<file path="config.mk">
export PLATFORM = sky130hd
export DESIGN_NAME = pld_macrocell
export DESIGN_NICKNAME = d
export VERILOG_FILES = /design/src/rtl/mcell_pkg.sv /design/src/rtl/mcell_clk_select.sv /design/src/rtl/mcell_reg.sv /design/src/rtl/mcell_out_stage.sv /design/src/rtl/pld_macrocell.sv
export SDC_FILE = /design/constraint.sdc
export NUM_CORES = 1
export LEC_CHECK = 0
export CAP_MARGIN = 20
export CORE_AREA = 5 5 42 44
export CTS_CLUSTER_SIZE = 14
export DETAILED_ROUTE_END_ITERATION = 8
export DIE_AREA = 0 0 47 49
export GPL_TIMING_DRIVEN = 0
export PLACE_DENSITY_LB_ADDON = 0.2
export REMOVE_ABC_BUFFERS = 1
export SYNTH_ARGS = -nofsm -noshare
export SYNTH_HDL_FRONTEND = slang
export SYNTH_HIERARCHICAL = 1
export SYNTH_SLANG_ARGS = --single-unit
</file>
<file path="constraint.sdc">
create_clock -name clk -period 2.9 [get_ports clk]
set_clock_uncertainty 0.05 [all_clocks]
set_input_delay 0.29 -clock clk [delete_from_list [all_inputs] [get_ports clk]]
set_output_delay 0.29 -clock clk [all_outputs]
set_load 0.005 [all_outputs]
</file>
<file path="src/rtl/mcell_pkg.sv">
package mcell_pkg;

  typedef enum logic [1:0] {
    FB_REG     = 2'b00,
    FB_SUM     = 2'b01,
    FB_PIN     = 2'b10,
    FB_PIN_ALT = 2'b11
  } fb_sel_e;

  typedef struct packed {
    logic    registered;
    logic    invert;
    logic    clk_from_term;
    logic    clk_invert;
    fb_sel_e fb_sel;
  } mcell_cfg_t;

endpackage

</file>
<file path="src/rtl/mcell_clk_select.sv">
module mcell_clk_select #(
  parameter bit PREV_RESET = 1'b1
) (
  input  logic clk,
  input  logic rst_n,
  input  logic clk_pin,
  input  logic clk_term,
  input  logic use_term,
  input  logic invert,
  output logic fire
);

  logic eff_clk;
  logic prev_clk;

  always_comb begin
    eff_clk = (use_term ? clk_term : clk_pin) ^ invert;
  end

  // History resets high so a level already high at reset release is no edge.
  always_ff @(posedge clk or negedge rst_n) begin
    if (!rst_n) prev_clk <= PREV_RESET;
    else        prev_clk <= eff_clk;
  end

  assign fire = eff_clk & ~prev_clk;

  // a detected edge needs a low sample first, so edges never repeat back to back
  a_r3_no_double_fire: assert property (@(posedge clk) disable iff (!rst_n)
    fire |=> !fire);

endmodule

</file>
<file path="src/rtl/mcell_reg.sv">
module mcell_reg #(
  parameter bit CLEAR_VAL  = 1'b0,
  parameter bit PRESET_VAL = 1'b1
) (
  input  logic clk,
  input  logic rst_n,
  input  logic fire,
  input  logic d,
  input  logic sp,
  input  logic aclr,
  output logic q_o
);

  logic q;

  always_ff @(posedge clk or negedge rst_n) begin
    if (!rst_n)    q <= CLEAR_VAL;
    else if (aclr) q <= CLEAR_VAL;
    else if (fire) q <= sp ? PRESET_VAL : d;
  end

  // Clear acts on the visible value without waiting for a clock.
  assign q_o = aclr ? CLEAR_VAL : q;

  // without an edge or a clear the stored bit holds
  a_r2_hold: assert property (@(posedge clk) disable iff (!rst_n)
    (!fire && !aclr) |=> $stable(q));

  // a preset edge without clear sets the bit
  a_r5_preset_sets: assert property (@(posedge clk) disable iff (!rst_n)
    (fire && sp && !aclr) |=> (q_o == PRESET_VAL || aclr));

endmodule

</file>
<file path="src/rtl/mcell_out_stage.sv">
module mcell_out_stage
  import mcell_pkg::*;
(
  input  logic    registered,
  input  logic    invert,
  input  fb_sel_e fb_sel,
  input  logic    q,
  input  logic    sum,
  input  logic    pin_in,
  output logic    pin_out,
  output logic    fb
);

  logic pre_inv;

  always_comb begin
    pre_inv = registered ? q : sum;
    pin_out = pre_inv ^ invert;
    unique case (fb_sel)
      FB_REG:  fb = q;
      FB_SUM:  fb = sum;
      default: fb = pin_in;
    endcase
  end

endmodule

</file>
<file path="src/rtl/pld_macrocell.sv">
module pld_macrocell
  import mcell_pkg::*;
(
  input  logic       clk,
  input  logic       rst_n,
  input  logic       cfg_registered,
  input  logic       cfg_invert,
  input  logic       cfg_clk_from_term,
  input  logic       cfg_clk_invert,
  input  logic [1:0] cfg_fb_sel,
  input  logic       sum_term,
  input  logic       oe_term,
  input  logic       aclr_term,
  input  logic       sp_term,
  input  logic       clk_pin,
  input  logic       clk_term,
  input  logic       pin_in,
  output logic       pin_out,
  output logic       pin_oe,
  output logic       fb_out
);

  mcell_cfg_t cfg;
  logic       fire;
  logic       q;

  always_comb begin
    cfg.registered    = cfg_registered;
    cfg.invert        = cfg_invert;
    cfg.clk_from_term = cfg_clk_from_term;
    cfg.clk_invert    = cfg_clk_invert;
    cfg.fb_sel        = fb_sel_e'(cfg_fb_sel);
  end

  mcell_clk_select u_clk (
    .clk      (clk),
    .rst_n    (rst_n),
    .clk_pin  (clk_pin),
    .clk_term (clk_term),
    .use_term (cfg.clk_from_term),
    .invert   (cfg.clk_invert),
    .fire     (fire)
  );

  mcell_reg u_reg (
    .clk   (clk),
    .rst_n (rst_n),
    .fire  (fire),
    .d     (sum_term),
    .sp    (sp_term),
    .aclr  (aclr_term),
    .q_o   (q)
  );

  mcell_out_stage u_out (
    .registered (cfg.registered),
    .invert     (cfg.invert),
    .fb_sel     (cfg.fb_sel),
    .q          (q),
    .sum        (sum_term),
    .pin_in     (pin_in),
    .pin_out    (pin_out),
    .fb         (fb_out)
  );

  assign pin_oe = oe_term;

  // clear dominates, so a registered output shows its inactive level
  a_r6_clear_dominates: assert property (@(posedge clk) disable iff (!rst_n)
    (aclr_term && cfg_registered) |-> (pin_out == cfg_invert));

endmodule

</file>
== Word-level counts from Yosys, hierarchy flattened ==
Index checks and enable logic that the tools add are counted.

* Register bits: 2
* Input bits: 15
* Output and inout bits: 3

* Bitwise gates (word level): 4
* Reductions and logical operators: 2
* Equal/unequal tests: 1
* Multiplexer cells: 7

{| class="wikitable"
|+ Operators with widths
! cell !! count
|-
| $mux 1 || 6
|-
| $eq 2x1->1 const B || 1
|-
| $logic_not 2->1 || 1
|-
| $pmux 1 s2 || 1
|-
| $reduce_bool 2->1 || 1
|-
| $xor 1x1->1 || 2
|-
| $and 1x1->1 || 1
|-
| $not 1->1 || 1
|}

== Longest topological paths before layout ==
* Depth after elaboration: 5
* Gate-level depth with buffers: 4
* Gate-level depth less buffers: 4

== Cells and area by module ==
Netlist, hierarchy kept.

{| class="wikitable"
|+ By module, submodules not included
! module !! cells each !! times used !! area each (um^2)
|-
| mcell_clk_select || 6 || 1 || 73.8
|-
| mcell_reg || 5 || 1 || 46.3
|-
| mcell_out_stage || 5 || 1 || 37.5
|-
| pld_macrocell || 1 || 1 || 7.5
|}

== Worst setup path before layout ==
OpenSTA, ideal clock, no wires.

* Kind: input -> register
* Start point: input port cfg_clk_from_term
* End point: register u_reg.q
* Slack: 1.731 ns
* Cell stages on the path: 3
* Required time: 2.756 ns
* Library setup time: 0.094 ns
* Arrival: 1.025 ns
* Buffers on the path: 0
* Cell sequence: mux2i_2 -> mux2_4 -> a211oi_1

* Cells in the longest elaborated chain, start to end: 4

{| class="wikitable"
|+ Ends and longest elaborated chain
! what !! RTL line !! text
|-
| start: declaration || pld_macrocell.sv:8 || <nowiki>input logic cfg_clk_from_term,</nowiki>
|-
| $mux 1 || mcell_clk_select.sv:17 || <nowiki>eff_clk = (use_term ? clk_term : clk_pin) ^ invert;</nowiki>
|-
| $xor 1x1->1 || mcell_clk_select.sv:17 ||
|-
| $and 1x1->1 || mcell_clk_select.sv:26 || <nowiki>assign fire = eff_clk & ~prev_clk;</nowiki>
|-
| via fire || pld_macrocell.sv:24 || <nowiki>logic fire;</nowiki>
|-
| $reduce_bool 2->1 (no source line) || -- ||
|-
| end signal: assignment || mcell_reg.sv:19 || <nowiki>else if (fire) q <= sp ? PRESET_VAL : d;</nowiki>
|-
| end: declaration || mcell_reg.sv:14 || <nowiki>logic q;</nowiki>
|}

The timed path passes the listed nets, and every way through them passes these cells.
A chain may end at the register's enable or synchronous reset.

== Final worst setup path ==
* Start point: input port aclr_term
* End point: output port fb_out

* Cells in the longest elaborated chain, start to end: 2

{| class="wikitable"
|+ Ends and longest elaborated chain
! what !! RTL line !! text
|-
| start: declaration || pld_macrocell.sv:13 || <nowiki>input logic aclr_term,</nowiki>
|-
| $mux 1 || mcell_reg.sv:23 || <nowiki>assign q_o = aclr ? CLEAR_VAL : q;</nowiki>
|-
| via q || pld_macrocell.sv:25 || <nowiki>logic q;</nowiki>
|-
| $pmux 1 s2 || mcell_out_stage.sv:19 || <nowiki>unique case (fb_sel)</nowiki>
|-
| end: declaration || pld_macrocell.sv:20 || <nowiki>output logic fb_out</nowiki>
|}

The timed path passes the listed nets, and every way through them passes these cells.

==> summary.txt <==
STA
  • Setup ws final: 0.903 ns
  • Slew margin rel.: 84.0%
  • Max-slew violations: 0
  • Hold Violations, Final: 0
  • Pin slew with the least headroom to its limit: 0.235 ns
  • Unrepaired setup endpoints after global routing: false
  • Fmax: 0.501 GHz
  • Fin crit period: 2.00 ns
  • Setup tns final: 0 ns
  • Period Utilization, post-route: 68.9%
  • Final setup fails: 0

Logic synthesis
  • Synthesized instance count: 17
  • Synthesized area: 165 um^2
  • Cell taking the most area after synthesis: dfstp_2
  • Yosys warnings: 6
  • Register area share after synthesis: 31.1%
  • Yosys cell types: 12
  • Seq cells post-synth: 2
  • Syn_area_per_cell: 9.72 um^2
  • Most common cell in the netlist: nor2_1
  • Top cells by count, synth: nor2_1 (3), mux2i_1 (2), nor2b_1 (2), xnor2_1 (2)
  • Asr flop ratio synth: 100%
  • Top_reg_cell synth: dfstp_2
  • Post-synth top area share: 15.9%
  • Count of flip-flops with a built-in enable after synthesis: 0
  • Top cells by area, synth: dfstp_2 (16%), dfrtp_1 (15%), mux2i_1 (12%), xnor2_1 (11%), mux2_4 (9.1%)

GRT
  • Total grt overflow: 0
  • GR Layer Usage met3: 5.17%
  • GRT met2 Usage: 7.24%
  • Total Routing Usage GR: 5.28%
  • Vias in the first global route: 192
  • Gr busiest metal: met2
  • First-pass GRT wire length: 724 um
  • Initial antenna violation count: 0
  • M1 GR Usage: 3.07%
  • Largest net degree at the start of global routing: 4

Clock tree
  • CTS root buffer: clkbuf_4
  • CTS H-Tree Depth: 1
  • Inserted Clock Buffers: 3
  • CTS Buffer Depth: 2
  • Clk slew on worst S/H paths: 0.04 ns
  • CTS sink count: 2
  • Hold-fix buffers, CTS: 0
  • CTS tree: done
  • Latest clock arrival within the worst-skew pair: 0.23 ns
  • # Post-CTS Setup Buffers: 0
  • CTS resizes: 0

Min path
  • Hold crit path type: input port to async pin

Worst setup path
  • CP Data Arrival Time: 1.66 ns
  • Worst Path Required: 2.56 ns
  • CP Class: input port to output port
  • Largest fanout on the critical path: 2
  • Critical path startpoint category: input port
  • Worst setup EP type: output port

Placement
  • DP Cell Count: 47
  • PortBufs: 15
  • Gpl congestion: 0.683
  • Setup WS pre-CTS: 0.894 ns

Power
  • Seq pwr share: 23.4%
  • Sw Share: 21.8%
  • P_sw: 31.9 uW
  • Worst VDD drop: 0.186 mV
  • Clock Power Share: 47.1%
  • PwrDens: 413 nW/um^2
  • Design internal power: 114 uW
  • Combinational share of power: 29.6%
  • Static leakage: 0.000140 uW

Detailed routing
  • Number of routed nets with antenna violations: 0
  • Post-route DRC: 0
  • Vias per cell: 3.73
  • Total Wirelength: 503 um
  • DRT Pass-1 Iters: 1
  • 1st-iter DRT viols: 0
  • WL per Instance: 9.86 um
  • Via count: 190

Floorplanning
  • DIE HEIGHT: 49 um
  • Die width: 47 um
  • Core area: 1400 um^2
  • FP Rows: 14
  • Die footprint: 2300 um^2
  • IO Pins: 18
  • Initial core utilization: 11.8%

Finish
  • Fraction of layout cells with a size suffix above 1: 17.1%
  • Synth-to-Final Area Change: 114%
  • N_diodes: 0
  • Non-filler cells, final: 51
  • Final net count: 51

Job
  • # Max-Cap Violations: 0

Outcome
  • Outcome: completed
path summary, 6_finish.rpt:
check | startpoint | end | slack, ns | cells after the start
min | rst_n | u_reg/q | 0.17 | 1
max reg2reg | u_clk/prev_clk | u_reg/q | 1.69 | 3
max in group asynchronous | rst_n | u_clk/prev_clk | 2.41 | 1
min in group clk | u_reg/q | u_reg/q | 0.52 | 2
min reg2reg | u_reg/q | u_reg/q | 0.52 | 2
max | aclr_term | fb_out | 0.90 | 5
flip-flops by register name (all words and copies together) (netlist names):
register and cells:
u_clk/prev_clk 1, u_reg/q 1
layout make-up:
class                      count  area (um^2)
multi-input combinational     14          106
tap                           16         20.0
clock buffer                   4         26.3
sequential                     2         51.3
fill                         158         1050
timing repair buffer          15          150
layer usage:
metal | vias to the layer above | routed length [um]
li1 | 94 | -
met3 | 2 | 117
met2 | 16 | 215
met5 | - | 0
met1 | 78 | 163
met4 | 0 | 7
layout by cell type (no fill, tap or decap):
cell             count
a211oi_1             1
clkbuf_1             1
clkbuf_4             3
clkdlybuf4s50_1     15
dfrtp_1              1
dfstp_2              1
mux2_4               1
mux2i_1              2
mux2i_2              1
nand2_1              1
nor2_1               3
nor2b_1              2
o21ai_0              1
xnor2_1              2
through the flow:
step,hold slack (ns),util (%),cell area [um^2],total power (uW)
floorplan,-0.0556,-,158,50.1
global placement,0.416,23.4,328,77.3
detailed placement,0.414,23.4,328,78.1
CTS,0.167,25.3,354,151
global route,0.151,25.3,354,163
finish,0.173,25.3,354,146
kinds of logic after synthesis:
group,Yosys count,synth area share (%)
buffers and inverters,1,4.55
AO/OA/AOI/OAI,2,7.57
multiplexers,4,29.5
AND/OR/NAND/NOR,6,16.7
XOR/XNOR,2,10.6
flip-flops,2,31.1
power by group through the flow:
stage                     logic (uW)  registers (uW)  clock network (uW)
after global routing            46.4            34.4                82.5
after detailed placement        43.6            34.5                   0
final                           43.3            34.2                68.9
after global placement          43.0            34.4                   0
after CTS                       44.2            34.2                72.7
after floorplan                 15.9            34.1                   0
critical path, cell delays in order:
cell             delay (ns)
clkdlybuf4s50_1        0.43
nor2b_1                0.18
mux2i_1                0.10
o21ai_0                0.14
clkdlybuf4s50_1        0.52
Note: power is estimated with default switching activity, not from simulation.
